**config.mk**
```make
export PLATFORM = sky130hd
export DESIGN_NAME = isp_flow_seq
export DESIGN_NICKNAME = d
export VERILOG_FILES = /design/src/rtl/isp_seq_pkg.sv /design/src/rtl/isp_pulse_timer.sv /design/src/rtl/isp_addr_walker.sv /design/src/rtl/isp_flow_seq.sv
export SDC_FILE = /design/constraint.sdc
export NUM_CORES = 1
export LEC_CHECK = 0
export ABC_CLOCK_PERIOD_IN_PS = 4130
export CAP_MARGIN = 25
export CORE_UTILIZATION = 40
export DETAILED_ROUTE_END_ITERATION = 8
export PLACE_DENSITY = 0.72
export SYNTH_ARGS = -nofsm -noshare
export SYNTH_HDL_FRONTEND = slang
export SYNTH_SLANG_ARGS = --single-unit
```
**constraint.sdc**
```tcl
create_clock -name clk -period 4.13 [get_ports clk]
set_clock_uncertainty 0.2 [all_clocks]
set_input_delay 0.6195 -clock clk [delete_from_list [all_inputs] [get_ports clk]]
set_output_delay 0.6195 -clock clk [all_outputs]
set_load 0.005 [all_outputs]
```
**src/rtl/isp_seq_pkg.sv**
```systemverilog
package isp_seq_pkg;

  typedef enum logic [2:0] {
    OP_ENTER     = 3'd0,
    OP_READ_ID   = 3'd1,
    OP_ERASE     = 3'd2,
    OP_PROGRAM   = 3'd3,
    OP_READ_ADDR = 3'd4,
    OP_READ_OUT  = 3'd5,
    OP_EXIT      = 3'd6
  } isp_op_e;

  typedef enum logic [3:0] {
    ST_IDLE,
    ST_ENTER_SH, ST_ENTER_WT,
    ST_ID_SH,
    ST_ERASE_SH, ST_ERASE_WT,
    ST_PGM_SH,   ST_PGM_WT,
    ST_VFY_SH,   ST_VFY_WT, ST_VFY_RD,
    ST_EXIT_SH,  ST_EXIT_WT
  } isp_state_e;

  localparam logic [1:0] ERR_NONE   = 2'd0;
  localparam logic [1:0] ERR_ID     = 2'd1;
  localparam logic [1:0] ERR_VERIFY = 2'd2;

  function automatic int max_of(int a, int b);
    return (a > b) ? a : b;
  endfunction

  function automatic int ms_to_cycles(int ms, int cyc_per_ms);
    return ms * cyc_per_ms;
  endfunction

  function automatic logic is_shift(isp_state_e s);
    return s inside {ST_ENTER_SH, ST_ID_SH, ST_ERASE_SH, ST_PGM_SH,
                     ST_VFY_SH, ST_VFY_RD, ST_EXIT_SH};
  endfunction

  function automatic isp_op_e state_op(isp_state_e s);
    case (s)
      ST_ID_SH:    return OP_READ_ID;
      ST_ERASE_SH: return OP_ERASE;
      ST_PGM_SH:   return OP_PROGRAM;
      ST_VFY_SH:   return OP_READ_ADDR;
      ST_VFY_RD:   return OP_READ_OUT;
      ST_EXIT_SH:  return OP_EXIT;
      default:     return OP_ENTER;
    endcase
  endfunction

endpackage

```
**src/rtl/isp_pulse_timer.sv**
```systemverilog
module isp_pulse_timer #(
  parameter int CNT_W = 8
) (
  input  logic             clk,
  input  logic             rst_n,
  input  logic             load,
  input  logic [CNT_W-1:0] len,
  output logic             active,
  output logic             fire
);

  logic [CNT_W-1:0] cnt;

  always_ff @(posedge clk or negedge rst_n) begin
    if (!rst_n)          cnt <= '0;
    else if (load)       cnt <= len;
    else if (cnt != '0)  cnt <= cnt - 1'b1;
  end

  assign active = (cnt != '0);
  assign fire   = (cnt == CNT_W'(1));

  // a new pulse is only ever launched on an idle timer
  assert_load_when_idle_R10: assert property (@(posedge clk) disable iff (!rst_n)
    load |-> !active);

  // the final pulse cycle is followed by an idle timer
  assert_pulse_ends_R3: assert property (@(posedge clk) disable iff (!rst_n)
    fire |=> !active);

endmodule

```
**src/rtl/isp_addr_walker.sv**
```systemverilog
module isp_addr_walker #(
  parameter int NUM_ADDR = 256,
  parameter int ADDR_W   = 8
) (
  input  logic              clk,
  input  logic              rst_n,
  input  logic              clear,
  input  logic              step,
  output logic [ADDR_W-1:0] addr,
  output logic              last
);

  always_ff @(posedge clk or negedge rst_n) begin
    if (!rst_n)      addr <= '0;
    else if (clear)  addr <= '0;
    else if (step)   addr <= addr + 1'b1;
  end

  assign last = (addr == ADDR_W'(NUM_ADDR - 1));

  // the walk never runs past the top address
  assert_no_step_past_end_R5: assert property (@(posedge clk) disable iff (!rst_n)
    step |-> !last);

  assert_clear_step_exclusive_R6: assert property (@(posedge clk) disable iff (!rst_n)
    !(clear && step));

endmodule

```
**src/rtl/isp_flow_seq.sv**
```systemverilog
module isp_flow_seq
  import isp_seq_pkg::*;
#(
  parameter int CYC_PER_MS = 50000,
  parameter int STAGE_MS   = 1,
  parameter int ERASE_MS   = 100,
  parameter int PGM_PULSE  = 500,
  parameter int RD_PULSE   = 50,
  parameter int NUM_ADDR   = 256,
  parameter int DATA_W     = 16,
  parameter int ID_W       = 32,
  localparam int ADDR_W    = $clog2(NUM_ADDR),
  localparam int RD_W      = (ID_W > DATA_W) ? ID_W : DATA_W
) (
  input  logic              clk,
  input  logic              rst_n,
  input  logic              start,
  input  logic              verify_only,
  input  logic [ID_W-1:0]   expected_id,
  output logic              sh_req,
  output logic [2:0]        sh_op,
  output logic [ADDR_W-1:0] sh_addr,
  output logic [DATA_W-1:0] sh_wdata,
  input  logic              sh_ack,
  input  logic [RD_W-1:0]   sh_rdata,
  output logic [ADDR_W-1:0] pat_addr,
  input  logic [DATA_W-1:0] pat_data,
  output logic              pulse_on,
  output logic              io_tristate,
  output logic              busy,
  output logic              done,
  output logic              fail,
  output logic [1:0]        err_code,
  output logic [ADDR_W-1:0] fail_addr
);

  localparam int STAGE_CYC = ms_to_cycles(STAGE_MS, CYC_PER_MS);
  localparam int ERASE_CYC = ms_to_cycles(ERASE_MS, CYC_PER_MS);
  localparam int MAX_CYC   = max_of(max_of(STAGE_CYC, ERASE_CYC),
                                    max_of(PGM_PULSE, RD_PULSE));
  localparam int CNT_W     = $clog2(MAX_CYC + 1);

  isp_state_e        state, nxt;
  logic              mode_vfy;
  logic              tmr_load, tmr_fire;
  logic [CNT_W-1:0]  tmr_len;
  logic              a_clr, a_step, a_last;
  logic [ADDR_W-1:0] addr;

  // named internal events
  logic go, shift_ack, id_bad, vfy_miss, run_end;

  assign go        = start && (state == ST_IDLE);
  assign shift_ack = sh_req && sh_ack;
  assign id_bad    = shift_ack && (state == ST_ID_SH) &&
                     (sh_rdata[ID_W-1:0] != expected_id);
  assign vfy_miss  = shift_ack && (state == ST_VFY_RD) &&
                     (sh_rdata[DATA_W-1:0] != pat_data);
  assign run_end   = (state == ST_EXIT_WT) && tmr_fire;

  isp_pulse_timer #(.CNT_W(CNT_W)) u_timer (
    .clk(clk), .rst_n(rst_n), .load(tmr_load), .len(tmr_len),
    .active(pulse_on), .fire(tmr_fire)
  );

  isp_addr_walker #(.NUM_ADDR(NUM_ADDR), .ADDR_W(ADDR_W)) u_walk (
    .clk(clk), .rst_n(rst_n), .clear(a_clr), .step(a_step),
    .addr(addr), .last(a_last)
  );

  always_comb begin
    nxt      = state;
    tmr_load = 1'b0;
    tmr_len  = '0;
    a_clr    = 1'b0;
    a_step   = 1'b0;
    case (state)
      ST_IDLE:     if (start) begin nxt = ST_ENTER_SH; a_clr = 1'b1; end
      ST_ENTER_SH: if (sh_ack) begin
                     nxt = ST_ENTER_WT; tmr_load = 1'b1; tmr_len = CNT_W'(STAGE_CYC);
                   end
      ST_ENTER_WT: if (tmr_fire) nxt = ST_ID_SH;
      ST_ID_SH:    if (sh_ack) begin
                     if (id_bad)        nxt = ST_EXIT_SH;
                     else if (mode_vfy) nxt = ST_VFY_SH;
                     else               nxt = ST_ERASE_SH;
                   end
      ST_ERASE_SH: if (sh_ack) begin
                     nxt = ST_ERASE_WT; tmr_load = 1'b1; tmr_len = CNT_W'(ERASE_CYC);
                   end
      ST_ERASE_WT: if (tmr_fire) nxt = ST_PGM_SH;
      ST_PGM_SH:   if (sh_ack) begin
                     nxt = ST_PGM_WT; tmr_load = 1'b1; tmr_len = CNT_W'(PGM_PULSE);
                   end
      ST_PGM_WT:   if (tmr_fire) begin
                     if (a_last) begin nxt = ST_VFY_SH; a_clr = 1'b1; end
                     else        begin nxt = ST_PGM_SH; a_step = 1'b1; end
                   end
      ST_VFY_SH:   if (sh_ack) begin
                     nxt = ST_VFY_WT; tmr_load = 1'b1; tmr_len = CNT_W'(RD_PULSE);
                   end
      ST_VFY_WT:   if (tmr_fire) nxt = ST_VFY_RD;
      ST_VFY_RD:   if (sh_ack) begin
                     if (a_last) nxt = ST_EXIT_SH;
                     else begin nxt = ST_VFY_SH; a_step = 1'b1; end
                   end
      ST_EXIT_SH:  if (sh_ack) begin
                     nxt = ST_EXIT_WT; tmr_load = 1'b1; tmr_len = CNT_W'(STAGE_CYC);
                   end
      ST_EXIT_WT:  if (tmr_fire) nxt = ST_IDLE;
      default:     nxt = ST_IDLE;
    endcase
  end

  always_ff @(posedge clk or negedge rst_n) begin
    if (!rst_n) begin
      state       <= ST_IDLE;
      mode_vfy    <= 1'b0;
      io_tristate <= 1'b0;
      done        <= 1'b0;
      fail        <= 1'b0;
      err_code    <= ERR_NONE;
      fail_addr   <= '0;
    end else begin
      state <= nxt;
      if (go) begin
        mode_vfy    <= verify_only;
        io_tristate <= 1'b1;
        done        <= 1'b0;
        fail        <= 1'b0;
        err_code    <= ERR_NONE;
        fail_addr   <= '0;
      end
      if (id_bad) begin
        fail     <= 1'b1;
        err_code <= ERR_ID;
      end
      if (vfy_miss && !fail) begin
        fail      <= 1'b1;
        err_code  <= ERR_VERIFY;
        fail_addr <= addr;
      end
      if (run_end) begin
        io_tristate <= 1'b0;
        done        <= 1'b1;
      end
    end
  end

  assign sh_req   = is_shift(state);
  assign sh_op    = 3'(state_op(state));
  assign sh_addr  = addr;
  assign sh_wdata = pat_data;
  assign pat_addr = addr;
  assign busy     = (state != ST_IDLE);

  // ---------------- assertions ----------------
  assert_req_held_R10: assert property (@(posedge clk) disable iff (!rst_n)
    sh_req && !sh_ack |=> sh_req && $stable(sh_op));

  assert_no_pulse_in_shift_R10: assert property (@(posedge clk) disable iff (!rst_n)
    pulse_on |-> !sh_req);

  assert_pulse_after_ack_R10: assert property (@(posedge clk) disable iff (!rst_n)
    shift_ack && (state != ST_ID_SH) && (state != ST_VFY_RD) |=> pulse_on);

  assert_io_held_R9: assert property (@(posedge clk) disable iff (!rst_n)
    (sh_req || pulse_on) |-> io_tristate);

  assert_done_via_exit_R3: assert property (@(posedge clk) disable iff (!rst_n)
    $rose(done) |-> $past(state) == ST_EXIT_WT);

  assert_err_implies_fail_R7: assert property (@(posedge clk) disable iff (!rst_n)
    (err_code != ERR_NONE) |-> fail);

  assert_first_miss_kept_R8: assert property (@(posedge clk) disable iff (!rst_n)
    fail && !go |=> $stable(fail_addr) && fail);

  assert_id_abort_R7: assert property (@(posedge clk) disable iff (!rst_n)
    id_bad |=> state == ST_EXIT_SH);

endmodule

```
# --- Word-level counts from Yosys, hierarchy flattened ---
# Index checks and enable logic that the tools add are counted.
# Widths: inputs -> output; s select.
totals:
  register_bits: 49
  out_inout_bits: 51
op_classes:
  add_sub_neg: 2
  n_eq_ne: 29
  muxes: 49
  n_reduce_logical: 21
op_table:
  columns: ["cell", "n"]
  rows:
  - ["$pmux 23 s4", 1]
  - ["$mux 23", 3]
  - ["$mux 4", 16]
  - ["$pmux 4 s13", 1]
  - ["$mux 8", 4]
  - ["$ne 32x32->1", 1]
  - ["$ne 2x2->1 const B", 13]
  - ["$eq 23x1->1 const B", 1]
  - ["$reduce_bool 23->1", 1]
  - ["$sub 23x1->23 const B", 1]
  - ["$eq 4x4->1 const B", 5]
  - ["$pmux 3 s6", 1]
  - ["$eq 4x3->1 const B", 4]
  - ["$mux 16", 1]
  - ["$ne 16x16->1", 1]
  - ["$mux 1", 14]
  - ["$reduce_and 13->1", 1]
  - ["$mux 9", 1]
  - ["$add 8x1->8 const B", 1]
  - ["$eq 4x2->1 const B", 2]
  - ["$eq 8x8->1 const B", 1]
  - ["$logic_and 1x1->1", 8]
  - ["$mux 2", 4]
  - ["$reduce_bool 2->1", 4]
  - ["other kinds (10)", 11]

# --- Depth between registers and ports, before layout ---
# Gate-level depths: netlist of the first run.
logic_depth:
  depth_word: 8
  depth_mapped: 9

# --- Cells and area by module ---
# From an unflattened synthesis of the first run, not the netlist that was laid out.
hier_totals:
  cells_unflattened: 432
  area_unflattened_um2: 3801.1
by_module_without_submodules:
  columns: ["module", "n_inst", "cells_each", "area_each_um2"]
  rows:
  - ["isp_flow_seq", 1, 247, 2014.4]
  - ["isp_pulse_timer", 1, 146, 1390.1]
  - ["isp_addr_walker", 1, 39, 396.6]

# --- Worst setup path after synthesis of the first run ---
# No wires, ideal clock.
synth_path:
  path_type: "input to register"
  startpoint: "input port sh_ack"
  endpoint: "register fail_addr[4]"
  arrival_ns: 2.034
  required_ns: 3.854
  setup_slack_ns: 1.820
  path_stages: 7
  path_buffers: 2
  path_cell_list: "buf_2 > inv_1 > or3_1 > nor4_4 > buf_2 > nand2_1 > o21ai_1"
synth_via:
  elab_chain_cells: 5
synth_rtl:
  columns: ["item", "line", "text"]
  rows:
  - ["from (decl)", "isp_flow_seq.sv:24", "input logic sh_ack,"]
  - ["$logic_and 1x1->1 (*)", "isp_flow_seq.sv:54", "assign shift_ack = sh_req && sh_ack;"]
  - ["$logic_and 1x1->1 (*) (2 in series)", "isp_flow_seq.sv:57", "assign vfy_miss = shift_ack && (state == ST_VFY_RD) &&"]
  - ["$logic_and 1x1->1 (*)", "isp_flow_seq.sv:138", "if (vfy_miss && !fail) begin"]
  - ["$mux 8 or $reduce_bool 2->1 (tied branches)", null, null]
  - ["to (signal assigned)", "isp_flow_seq.sv:141", "fail_addr <= addr;"]
  - ["to (decl)", "isp_flow_seq.sv:34", "output logic [ADDR_W-1:0] fail_addr"]
# Mark *: on every way between the ends. The rest lies on a longest branch, timed or not.
# A chain may end at the register's enable or synchronous reset.

# --- Final worst setup path of the first run ---
layout_path:
  startpoint: "register state[2]"
  endpoint: "output port sh_req"
layout_via:
  elab_chain_cells: 2
layout_rtl:
  columns: ["item", "line", "text"]
  rows:
  - ["from (decl)", "isp_flow_seq.sv:43", "isp_state_e state, nxt;"]
  - ["from (signal assigned)", "isp_flow_seq.sv:125", "state <= nxt;"]
  - ["$eq 4x1->1, or another cell as far along", "isp_seq_pkg.sv:36", "return s inside {ST_ENTER_SH, ST_ID_SH, ST_ERASE_SH, ST_PGM_SH,"]
  - ["$reduce_bool 7->1 (*)", "isp_seq_pkg.sv:36", null]
  - ["to (decl)", "isp_flow_seq.sv:20", "output logic sh_req,"]
# Marks and branches as above.

==> results of run 1 <==
flip-flops by register name, indices dropped and copies added, names as in the netlist:
name	flops
done	1
u_walk.addr	8
fail	1
err_code	2
io_tristate	1
u_timer.cnt	23
mode_vfy	1
state	4
fail_addr	8
report_power, final:
part	total [mW]	leakage, nW	switching, mW	internal [mW]
sequential	0.810	0.633	0.213	0.597
combinational	0.999	1.27	0.491	0.508
clock	0.359	0.0585	0.162	0.198
total	2.17	1.96	0.865	1.30
area by class of cell:
type                            instances  area (µm²)  share of cell area (%)
Multi-Input combinational cell        315        2090                    42.0
Timing Repair Buffer                  137        1370                    27.6
Sequential cell                        49        1230                    24.6
Tap cell                              108         135                    2.71
Clock buffer                            7        86.3                    1.73
Inverter                                9        33.8                   0.679
Clock inverter                          1        30.0                   0.603
how the worst max path moves through the flow:
| stage | from | cells past startpoint | endpoint |
|---|---|---|---|
| finish | state[2] | 3 | sh_req |
| global route | state[2] | 3 | sh_req |
| CTS | state[2] | 3 | sh_req |
| detailed placement | sh_ack | 5 | fail_addr[4] |
| global placement | sh_ack | 5 | fail_addr[7] |
| floorplan | sh_ack | 7 | fail_addr[4] |
metal layers:
layer	wire (µm)	global-route usage (%)	vias up	part of all wire (%)
li1	-	-	1633	-
met4	68	3.10	0	0.69
met5	0	0	-	0
met2	4870	35.2	85	49
met1	4480	28.3	1589	45
met3	466	3.61	8	4.7
worst reg2reg max path, stage by stage (launching register included):
cell	delay (ns)
sky130_fd_sc_hd__dfrtp_1	0.77
sky130_fd_sc_hd__nor2b_1	0.45
sky130_fd_sc_hd__nor3_1	0.15
sky130_fd_sc_hd__o31ai_2	0.63
sky130_fd_sc_hd__nor2_1	0.25
sky130_fd_sc_hd__a21o_1	0.21
synth_stat cells, types with 4 or more instances:
library cell / number / area, µm²
sky130_fd_sc_hd__nor4_1: 16 / 100
sky130_fd_sc_hd__xor2_1: 38 / 333
sky130_fd_sc_hd__inv_1: 8 / 30.0
sky130_fd_sc_hd__a21o_1: 6 / 45.0
sky130_fd_sc_hd__dfrtp_1: 49 / 1230
sky130_fd_sc_hd__xnor2_1: 35 / 307
sky130_fd_sc_hd__o21ai_1: 9 / 45.0
sky130_fd_sc_hd__clkbuf_1: 4 / 15.0
sky130_fd_sc_hd__a31oi_1: 4 / 25.0
sky130_fd_sc_hd__a21oi_1: 17 / 85.1
sky130_fd_sc_hd__nor2b_1: 4 / 25.0
sky130_fd_sc_hd__nand2_1: 47 / 176
sky130_fd_sc_hd__o21ai_0: 7 / 35.0
sky130_fd_sc_hd__nor3b_1: 6 / 45.0
sky130_fd_sc_hd__nor2_1: 31 / 116
sky130_fd_sc_hd__nand4_1: 9 / 56.3
sky130_fd_sc_hd__nor3_1: 9 / 45.0
sky130_fd_sc_hd__nand3_1: 15 / 75.1
sky130_fd_sc_hd__and2_1: 4 / 25.0
sky130_fd_sc_hd__ha_1: 4 / 50.1
sky130_fd_sc_hd__and3_1: 6 / 37.5
sky130_fd_sc_hd__buf_4: 27 / 203
sky130_fd_sc_hd__buf_2: 7 / 35.0
placed cells by master, fill, tap and decap left out, types with 2 or more instances in the layout:
cell	Yosys	final
sky130_fd_sc_hd__a21o_1	6	6
sky130_fd_sc_hd__a21oi_1	17	17
sky130_fd_sc_hd__a221oi_1	2	2
sky130_fd_sc_hd__a31oi_1	4	4
sky130_fd_sc_hd__a32oi_1	2	2
sky130_fd_sc_hd__and2_1	4	4
sky130_fd_sc_hd__and3_1	6	6
sky130_fd_sc_hd__and3b_1	3	3
sky130_fd_sc_hd__clkbuf_8	0	6
sky130_fd_sc_hd__clkdlybuf4s50_1	0	134
sky130_fd_sc_hd__dfrtp_1	49	49
sky130_fd_sc_hd__ha_1	4	4
sky130_fd_sc_hd__inv_1	8	8
sky130_fd_sc_hd__mux2i_1	3	3
sky130_fd_sc_hd__nand2_1	47	47
sky130_fd_sc_hd__nand2b_1	3	3
sky130_fd_sc_hd__nand3_1	15	15
sky130_fd_sc_hd__nand4_1	9	9
sky130_fd_sc_hd__nor2_1	31	31
sky130_fd_sc_hd__nor2b_1	4	4
sky130_fd_sc_hd__nor3_1	9	9
sky130_fd_sc_hd__nor3b_1	6	6
sky130_fd_sc_hd__nor4_1	16	16
sky130_fd_sc_hd__nor4_2	2	2
sky130_fd_sc_hd__nor4_4	2	2
sky130_fd_sc_hd__o21ai_0	7	7
sky130_fd_sc_hd__o21ai_1	9	9
sky130_fd_sc_hd__o22ai_1	2	2
sky130_fd_sc_hd__o31ai_1	3	3
sky130_fd_sc_hd__or3_1	3	3
sky130_fd_sc_hd__or3b_1	3	3
sky130_fd_sc_hd__or4_1	2	2
sky130_fd_sc_hd__xnor2_1	35	35
sky130_fd_sc_hd__xor2_1	38	38
logic make-up (layout without fill, tap and decap cells):
family | count (synthesis) | in the layout
AO/OA/AOI/OAI | 65 | 65
XOR/XNOR | 73 | 73
adder cells (fa/ha/maj) | 4 | 4
buffers and inverters | 49 | 154
flip-flops | 49 | 49
multiplexers | 3 | 3
AND/OR/NAND/NOR | 170 | 170
through the flow:
step                      total power, mW  hold slack (ns)
after floorplan                      1.44            0.124
after global placement               1.78            0.291
after detailed placement             1.81            0.296
after CTS                            2.17           0.0255
after global routing                 2.32           0.0334
final                                2.17           0.0174
==> results.yml, run 1 <==
worst_setup_path:
  crit_chain: "or3b_1 -> a22oi_1 -> clkdlybuf4s50_1"
  crit_required_ns: 3.31
  cpLargestDelayFamily: "flip-flops"
  cp.arrival_ns: 2.40
  cp-start-kind: "flop"
  criticalPathCategory: "flop to output pin"
  r2r_startpoint: "state[0]"
  timing.reg2reg.worst_path_depth: 5
  worst_path_max_delay_cell: "sky130_fd_sc_hd__dfrtp_1"
  end_kind: "output pin"
  crit_fanout: 23
  critical_path_buf_inv_count: 1
  crit-reg2reg-capture: "u_timer.cnt[4]"
  rrSetupSlack_ns: 1.36
  max_stage_delay_on_crit_path_ns: 0.76
die:
  core.rowCount: 34
  overall_die_height_um: 97.0
  floorplan.initialDensity_pct: 41.4
  ioPinCount: 136
  area_enclosed_by_the_die_boundary_um2: 9420
  core_area_um2: 8720
  die_w_um: 97.0
sta:
  final.setup.worst_slack_ns: 0.909
  max_freq_mhz: 310
  min_period_over_period_pct: 78.0
  fin_setup_tns_ns: 0
  tightest_slew_ns: 0.891
  unrepaired_setup_endpoints_after_global_routing: "no"
  hold_viol: 0
  finalCriticalPeriod_ns: 3.22
  final-setup-viol-count: 0
  worst_slew_margin_rel_pct: 40.1
  maxSlewViolCount: 0
finish:
  fin_area_um2: 4980
  area_growth_syn_to_layout_pct: 37.8
  layout.nets: 606
  antenna_cells: 0
  fin_cells: 626
  fillCellCount: 777
  fin_util_pct: 57.1
  drive_above_1_share_pct: 4.25
synthesis:
  synthDistinctLibCells: 55
  synth_seq_cells: 49
  dominant_combinational_cell_family_by_area_after_synthesis: "simple AND/OR/NAND/NOR gates"
  synthMuxAreaShare_pct: 0.831
  synthesis.area_um2: 3610
  yosys_warnings: 0
  synth_fp_nets: 502
  synthSimpleGateAreaFrac_pct: 25.8
  synth.avg_cell_area_um2: 8.75
  area_fraction_in_compound_gates_after_synthesis_pct: 12.2
  number_of_enable_flip_flop_cells_after_synthesis: 0
  synthesis.instances: 413
  predominant_post_synthesis_flop_cell: "sky130_fd_sc_hd__dfrtp_1"
  synth_xor_xnor_area_share_pct: 17.7
  ys_async_sr_fraction_pct: 100
  synth_sequential_area_ratio_pct: 33.9
  synthAdderAreaFrac_pct: 1.39
placed_design:
  place.port_buffers: 135
  place_congestion: 0.925
  place_worst_setup_slack_ns: 0.987
  dpl-instance-area_um2: 4860
  detailed_place_hpwl_mm: 7.74
  place_inst: 618
clocking:
  post_cts.repair.setup_buffers: 0
  clk-insertion-delay-late_ns: 0.30
  postCtsHoldBufs: 0
  cts-root-buf: "sky130_fd_sc_hd__clkbuf_8"
  cts_h_tree_depth: 2
  tritoncts_clock_tree: "yes"
  cts_buffers: 5
  worst_setup_hold_path_clk_slew_ns: 0.09
  numClockSinks: 49
  clk_path_buf_depth: 2
  cts_resized: 0
route:
  first_pass_iters: 4
  wl_per_instance_um: 15.8
  post-route-drc-count: 0
  routed-via-count: 3315
  drtAntennaViolNets: 0
  drt_wl_total_mm: 9.89
  detail_route.vias_per_cell: 5.30
  detailedRoute.firstIterationViolations: 143
power:
  ir_drop_worst_case_vdd_uv: 271
  total_leakage_power_nw: 1.96
  powerDensity_nw_per_um2: 436
global_routing:
  grt_antenna_before_repair: 0
  track_usage_pct: 20.8
  global_route_wire_length_before_repair_mm: 16.0
  grt_start_max_net_pins: 36
  number_of_global_route_vias_before_repair: 3238
  overflow: 0
outcome:
  outcome: "finished clean"
min_path:
  timing.hold.worst.class: "input port to async pin"
job:
  maxCapViolations: 0
Power figures use the tool's default switching activity.
==> run 2: changes to the inputs <==
Settings changed: ABC_CLOCK_PERIOD_IN_PS 4130 to 2600, PLACE_DENSITY 0.72 to 0.75.
Clock period 4.13 ns to 2.6 ns, I/O delays scaled along.
==> results.yml, run 2 (synthesis results as in run 1) <==
outcome:
  outcome: "finished clean"
finish:
  mostFrequentLayoutCells: "sky130_fd_sc_hd__clkdlybuf4s50_1 (133), sky130_fd_sc_hd__nand2_1 (47), sky130_fd_sc_hd__dfrtp_1 (47)"
  area_growth_syn_to_layout_pct: 43.7
  largest_register_ffs: 23
  layout_commonest_cell: "sky130_fd_sc_hd__clkdlybuf4s50_1"
  layout.nets: 635
  fin_cells: 654
  antenna_cells: 0
  drive_above_1_share_pct: 10.8
  largest_register: "u_timer.cnt"
  reg.largest.list: "u_timer.cnt x23, fail_addr x8, u_walk.addr x8"
  fin_util_pct: 59.5
global_routing:
  grt_start_max_net_pins: 30
  global_route_wire_length_before_repair_mm: 17.7
  grt_busiest_layer: "met2"
  grt.met1_usage_pct: 30.3
  number_of_global_route_vias_before_repair: 3586
  global_route_track_usage_on_met2_pct: 40.5
  globalRouteMet3Util_pct: 3.11
  track_usage_pct: 23.3
  grt_antenna_before_repair: 0
  overflow: 0
clocking:
  numClockSinks: 49
  cts-root-buf: "sky130_fd_sc_hd__clkbuf_8"
  clk-insertion-delay-late_ns: 0.30
  cts_buffers: 5
  tritoncts_clock_tree: "yes"
  clk_path_buf_depth: 2
  cts_h_tree_depth: 2
  worst_setup_hold_path_clk_slew_ns: 0.09
power:
  powerDensity_nw_per_um2: 686
  ir_drop_worst_case_vdd_uv: 329
  total_leakage_power_nw: 2.09
placed_design:
  place.port_buffers: 135
  place_congestion: 0.888
  detailed_place_hpwl_mm: 8.46
  place_inst: 640
worst_setup_path:
  timing.reg2reg.worst_path_depth: 8
  worst_path_max_delay_cell: "sky130_fd_sc_hd__clkdlybuf4s50_1"
  cpLargestDelayFamily: "buffers and inverters"
  criticalPathCategory: "flop to output pin"
  crit_required_ns: 2.01
  cp.arrival_ns: 1.89
  max_stage_delay_on_crit_path_ns: 0.56
  crit_chain: "buf_4 -> nand2_1 -> o21ai_0 -> clkdlybuf4s50_1"
  end_kind: "output pin"
  cp-start-kind: "flop"
  critical_path_buf_inv_count: 2
  crit_fanout: 19
  cp_num_cells: 4
die:
  overall_die_height_um: 97.0
  area_enclosed_by_the_die_boundary_um2: 9420
  core_area_um2: 8720
  floorplan.initialDensity_pct: 41.4
  core.rowCount: 34
  die_w_um: 97.0
  ioPinCount: 136
sta:
  max_freq_mhz: 403
  tightest_slew_ns: 0.850
  worst_slew_margin_rel_pct: 42.9
  min_period_over_period_pct: 95.5
  hold_viol: 0
  finalCriticalPeriod_ns: 2.48
  unrepaired_setup_endpoints_after_global_routing: "no"
  final-setup-viol-count: 0
  maxSlewViolCount: 0
route:
  first_pass_iters: 4
  routed-via-count: 3432
  drtAntennaViolNets: 0
  drt_wl_total_mm: 10.6
  detail_route.vias_per_cell: 5.25
  wl_per_instance_um: 16.2
  post-route-drc-count: 0
  detailedRoute.firstIterationViolations: 215
job:
  maxCapViolations: 0
min_path:
  timing.hold.worst.class: "input port to async pin"
==> run 2: final timing paths <==
| path | slack (ns) | startpoint | end |
|---|---|---|---|
| max reg2reg | 0.18 | u_timer.cnt[14] | u_walk.addr[1] |
| min | 0.20 | rst_n | u_timer.cnt[21] |
| min reg2reg | 0.33 | fail_addr[4] | fail_addr[4] |
| min in group clk | 0.33 | fail_addr[4] | fail_addr[4] |
| max in group asynchronous | 1.45 | rst_n | u_timer.cnt[13] |
| max | 0.12 | state[0] | sh_op[1] |
==> run 2: final cells by class <==
cell class	count	area [µm²]
Clock buffer	6	82.6
Clock inverter	1	7.51
Fill cell	796	3530
Inverter	9	33.8
Multi-Input combinational cell	315	2120
Sequential cell	49	1230
Tap cell	108	135
Timing Repair Buffer	166	1580
==> run 2: what timing repair did <==
| item | in CTS | in global routing |
|---|---|---|
| pin swaps | 2 | 2 |
| cloned | 0 | 0 |
| gates resized for setup | 4 | 8 |
| setup buffers | 3 | 3 |
| hold endpoints to repair | 49 | 0 |
| hold buffers | 1 | 0 |
| setup endpoints to repair | 1 | 4 |
==> run 2: through the flow <==
step / setup TNS, ns / hold slack (ns) / worst slack, ns / total power [mW] / instance area (µm²)
floorplan: 0 / -0.106 / 0.473 / 2.29 / 3610
global placement: -0.0415 / -0.0165 / -0.0349 / 2.99 / 5010
detailed placement: -0.345 / -0.0160 / -0.0636 / 3.03 / 5010
CTS: 0 / 0.199 / 0.0602 / 3.53 / 5140
global route: 0 / 0.197 / 0.00277 / 3.85 / 5190
finish: 0 / 0.198 / 0.118 / 3.56 / 5190
==> run 2: power breakdown <==
part	internal, mW	switching (mW)
Sequential	0.952	0.213
Clock	0.211	0.258
Combinational	0.963	0.964
Total	2.13	1.44
==> run 2: routing by layer <==
layer / vias to the layer above / wire length, µm
met5: - / 0
met1: 1653 / 4670
met2: 76 / 5450
met4: 0 / 144
met3: 12 / 350
li1: 1691 / -
==> run 3: changes to the inputs <==
Settings changed: GPL_TIMING_DRIVEN set to 0.
==> results.yml, run 3 (synthesis results as in run 1) <==
clocking:
  numClockSinks: 49
  cts_buffers: 5
  cts-root-buf: "sky130_fd_sc_hd__clkbuf_8"
  clk_path_buf_depth: 2
  tritoncts_clock_tree: "yes"
  cts_h_tree_depth: 2
  worst_setup_hold_path_clk_slew_ns: 0.09
  clk-insertion-delay-late_ns: 0.32
sta:
  final.setup.worst_slack_ns: 0.0918
  unrepaired_setup_endpoints_after_global_routing: "no"
  worst_slew_margin_rel_pct: 53.3
  tightest_slew_ns: 0.697
  fin_setup_tns_ns: 0
  final-setup-viol-count: 0
  final.hold.worst_slack_ns: 0.226
  max_freq_mhz: 399
  finalCriticalPeriod_ns: 2.51
  hold_viol: 0
  min_period_over_period_pct: 96.5
  maxSlewViolCount: 0
job:
  maxCapViolations: 0
global_routing:
  track_usage_pct: 22.6
  number_of_global_route_vias_before_repair: 3568
  overflow: 0
  grt_start_max_net_pins: 41
  global_route_wire_length_before_repair_mm: 17.5
  grt_antenna_before_repair: 0
power:
  ir_drop_worst_case_vdd_uv: 375
  powerDensity_nw_per_um2: 667
  total_leakage_power_nw: 2.16
finish:
  drive_above_1_share_pct: 12.4
  largest_register: "u_timer.cnt"
  fillCellCount: 734
  mostFrequentLayoutCells: "sky130_fd_sc_hd__clkdlybuf4s50_1 (130), sky130_fd_sc_hd__dfrtp_1 (48), sky130_fd_sc_hd__nand2_1 (47)"
  fin_cells: 666
  layout.nets: 646
  antenna_cells: 0
  largest_register_ffs: 23
  layout_commonest_cell: "sky130_fd_sc_hd__clkdlybuf4s50_1"
  area_growth_syn_to_layout_pct: 45.7
  reg.largest.list: "u_timer.cnt x23, fail_addr x8, u_walk.addr x8"
die:
  floorplan.initialDensity_pct: 41.4
  overall_die_height_um: 97.0
  die_w_um: 97.0
  ioPinCount: 136
  core_area_um2: 8720
  area_enclosed_by_the_die_boundary_um2: 9420
  core.rowCount: 34
route:
  first_pass_iters: 4
  routed-via-count: 3492
  detailedRoute.firstIterationViolations: 185
  wl_per_instance_um: 15.8
  detail_route.vias_per_cell: 5.24
  drt_wl_total_mm: 10.5
  drtAntennaViolNets: 0
  post-route-drc-count: 0
placed_design:
  place_worst_setup_slack_ns: -0.120
  place_inst: 656
  place.port_buffers: 134
  place_congestion: 0.889
  detailed_place_hpwl_mm: 8.35
worst_setup_path:
  worst_path_max_delay_cell: "sky130_fd_sc_hd__or4_4"
  max_stage_delay_on_crit_path_ns: 0.57
  crit_chain: "or4_4 -> nor3_4 -> nand4_1 -> dlygate4sd2_1"
  crit_fanout: 4
  end_kind: "output pin"
  crit_required_ns: 2.01
  cp.arrival_ns: 1.92
  cp-start-kind: "flop"
  criticalPathCategory: "flop to output pin"
min_path:
  timing.hold.worst.class: "input port to flop"
outcome:
  outcome: "finished clean"
==> run 3: cell type report <==
type | count | area [µm²] | share of cell area [%]
clock inverter | 3 | 26.3 | 0.499
multi-input combinational | 315 | 2130 | 40.4
clock buffer | 5 | 68.8 | 1.31
timing repair buffer | 137 | 1370 | 26.1
inverter | 9 | 33.8 | 0.642
sequential | 49 | 1230 | 23.3
buffer | 40 | 274 | 5.20
tap | 108 | 135 | 2.57
==> run 3: critical path, delay by kind of cell, from the launching register on <==
family / cells / cell delay, ns
and+or+nand+nor: 3 / 0.89
DFF: 1 / 0.42
buffers and inverters: 1 / 0.30
==> run 3: through the flow <==
step / cell area (µm²) / utilization [%] / total power [mW]
2_1_floorplan: 3610 / - / 2.29
3_3_place_gp: 5090 / 58.4 / 2.91
3_5_place_dp: 5100 / 58.5 / 2.96
4_1_cts: 5250 / 60.2 / 3.49
5_1_grt: 5270 / 60.4 / 3.77
6_report: 5270 / 60.4 / 3.51
==> run 3: routing by layer <==
layer	global-route usage, %	part of all wire [%]
met1	29.6	43
met2	38.2	50
met3	4.55	5.3
met4	5.63	1.6
met5	0	0
==> run 3: worst paths after layout <==
path                                  from              end  slack [ns]  cells past startpoint
max                        u_timer.cnt[15]         pulse_on        0.09                      4
min                                 sh_ack  u_timer.cnt[15]        0.23                      3
max reg2reg                 u_walk.addr[0]   u_walk.addr[7]        0.16                      7
min reg2reg                    io_tristate      io_tristate        0.32                      2
max in group asynchronous            rst_n  u_timer.cnt[13]        1.43                      3
min in group asynchronous            rst_n  u_timer.cnt[22]        0.27                      2
==> run 3: what timing repair did <==
| action | in CTS | in global routing |
|---|---|---|
| gates resized for setup | 13 | 9 |
| hold buffers | 1 | 0 |
| pin swaps | 1 | 2 |
| hold endpoints to repair | 9 | 0 |
| setup endpoints to repair | 4 | 13 |
| buffers inserted | 1 | 0 |
==> run 3: power breakdown <==
group	switching (mW)	internal (mW)	total [mW]
registers	0.201	0.951	1.15
clock network	0.291	0.196	0.487
logic	0.982	0.890	1.87
total	1.47	2.04	3.51
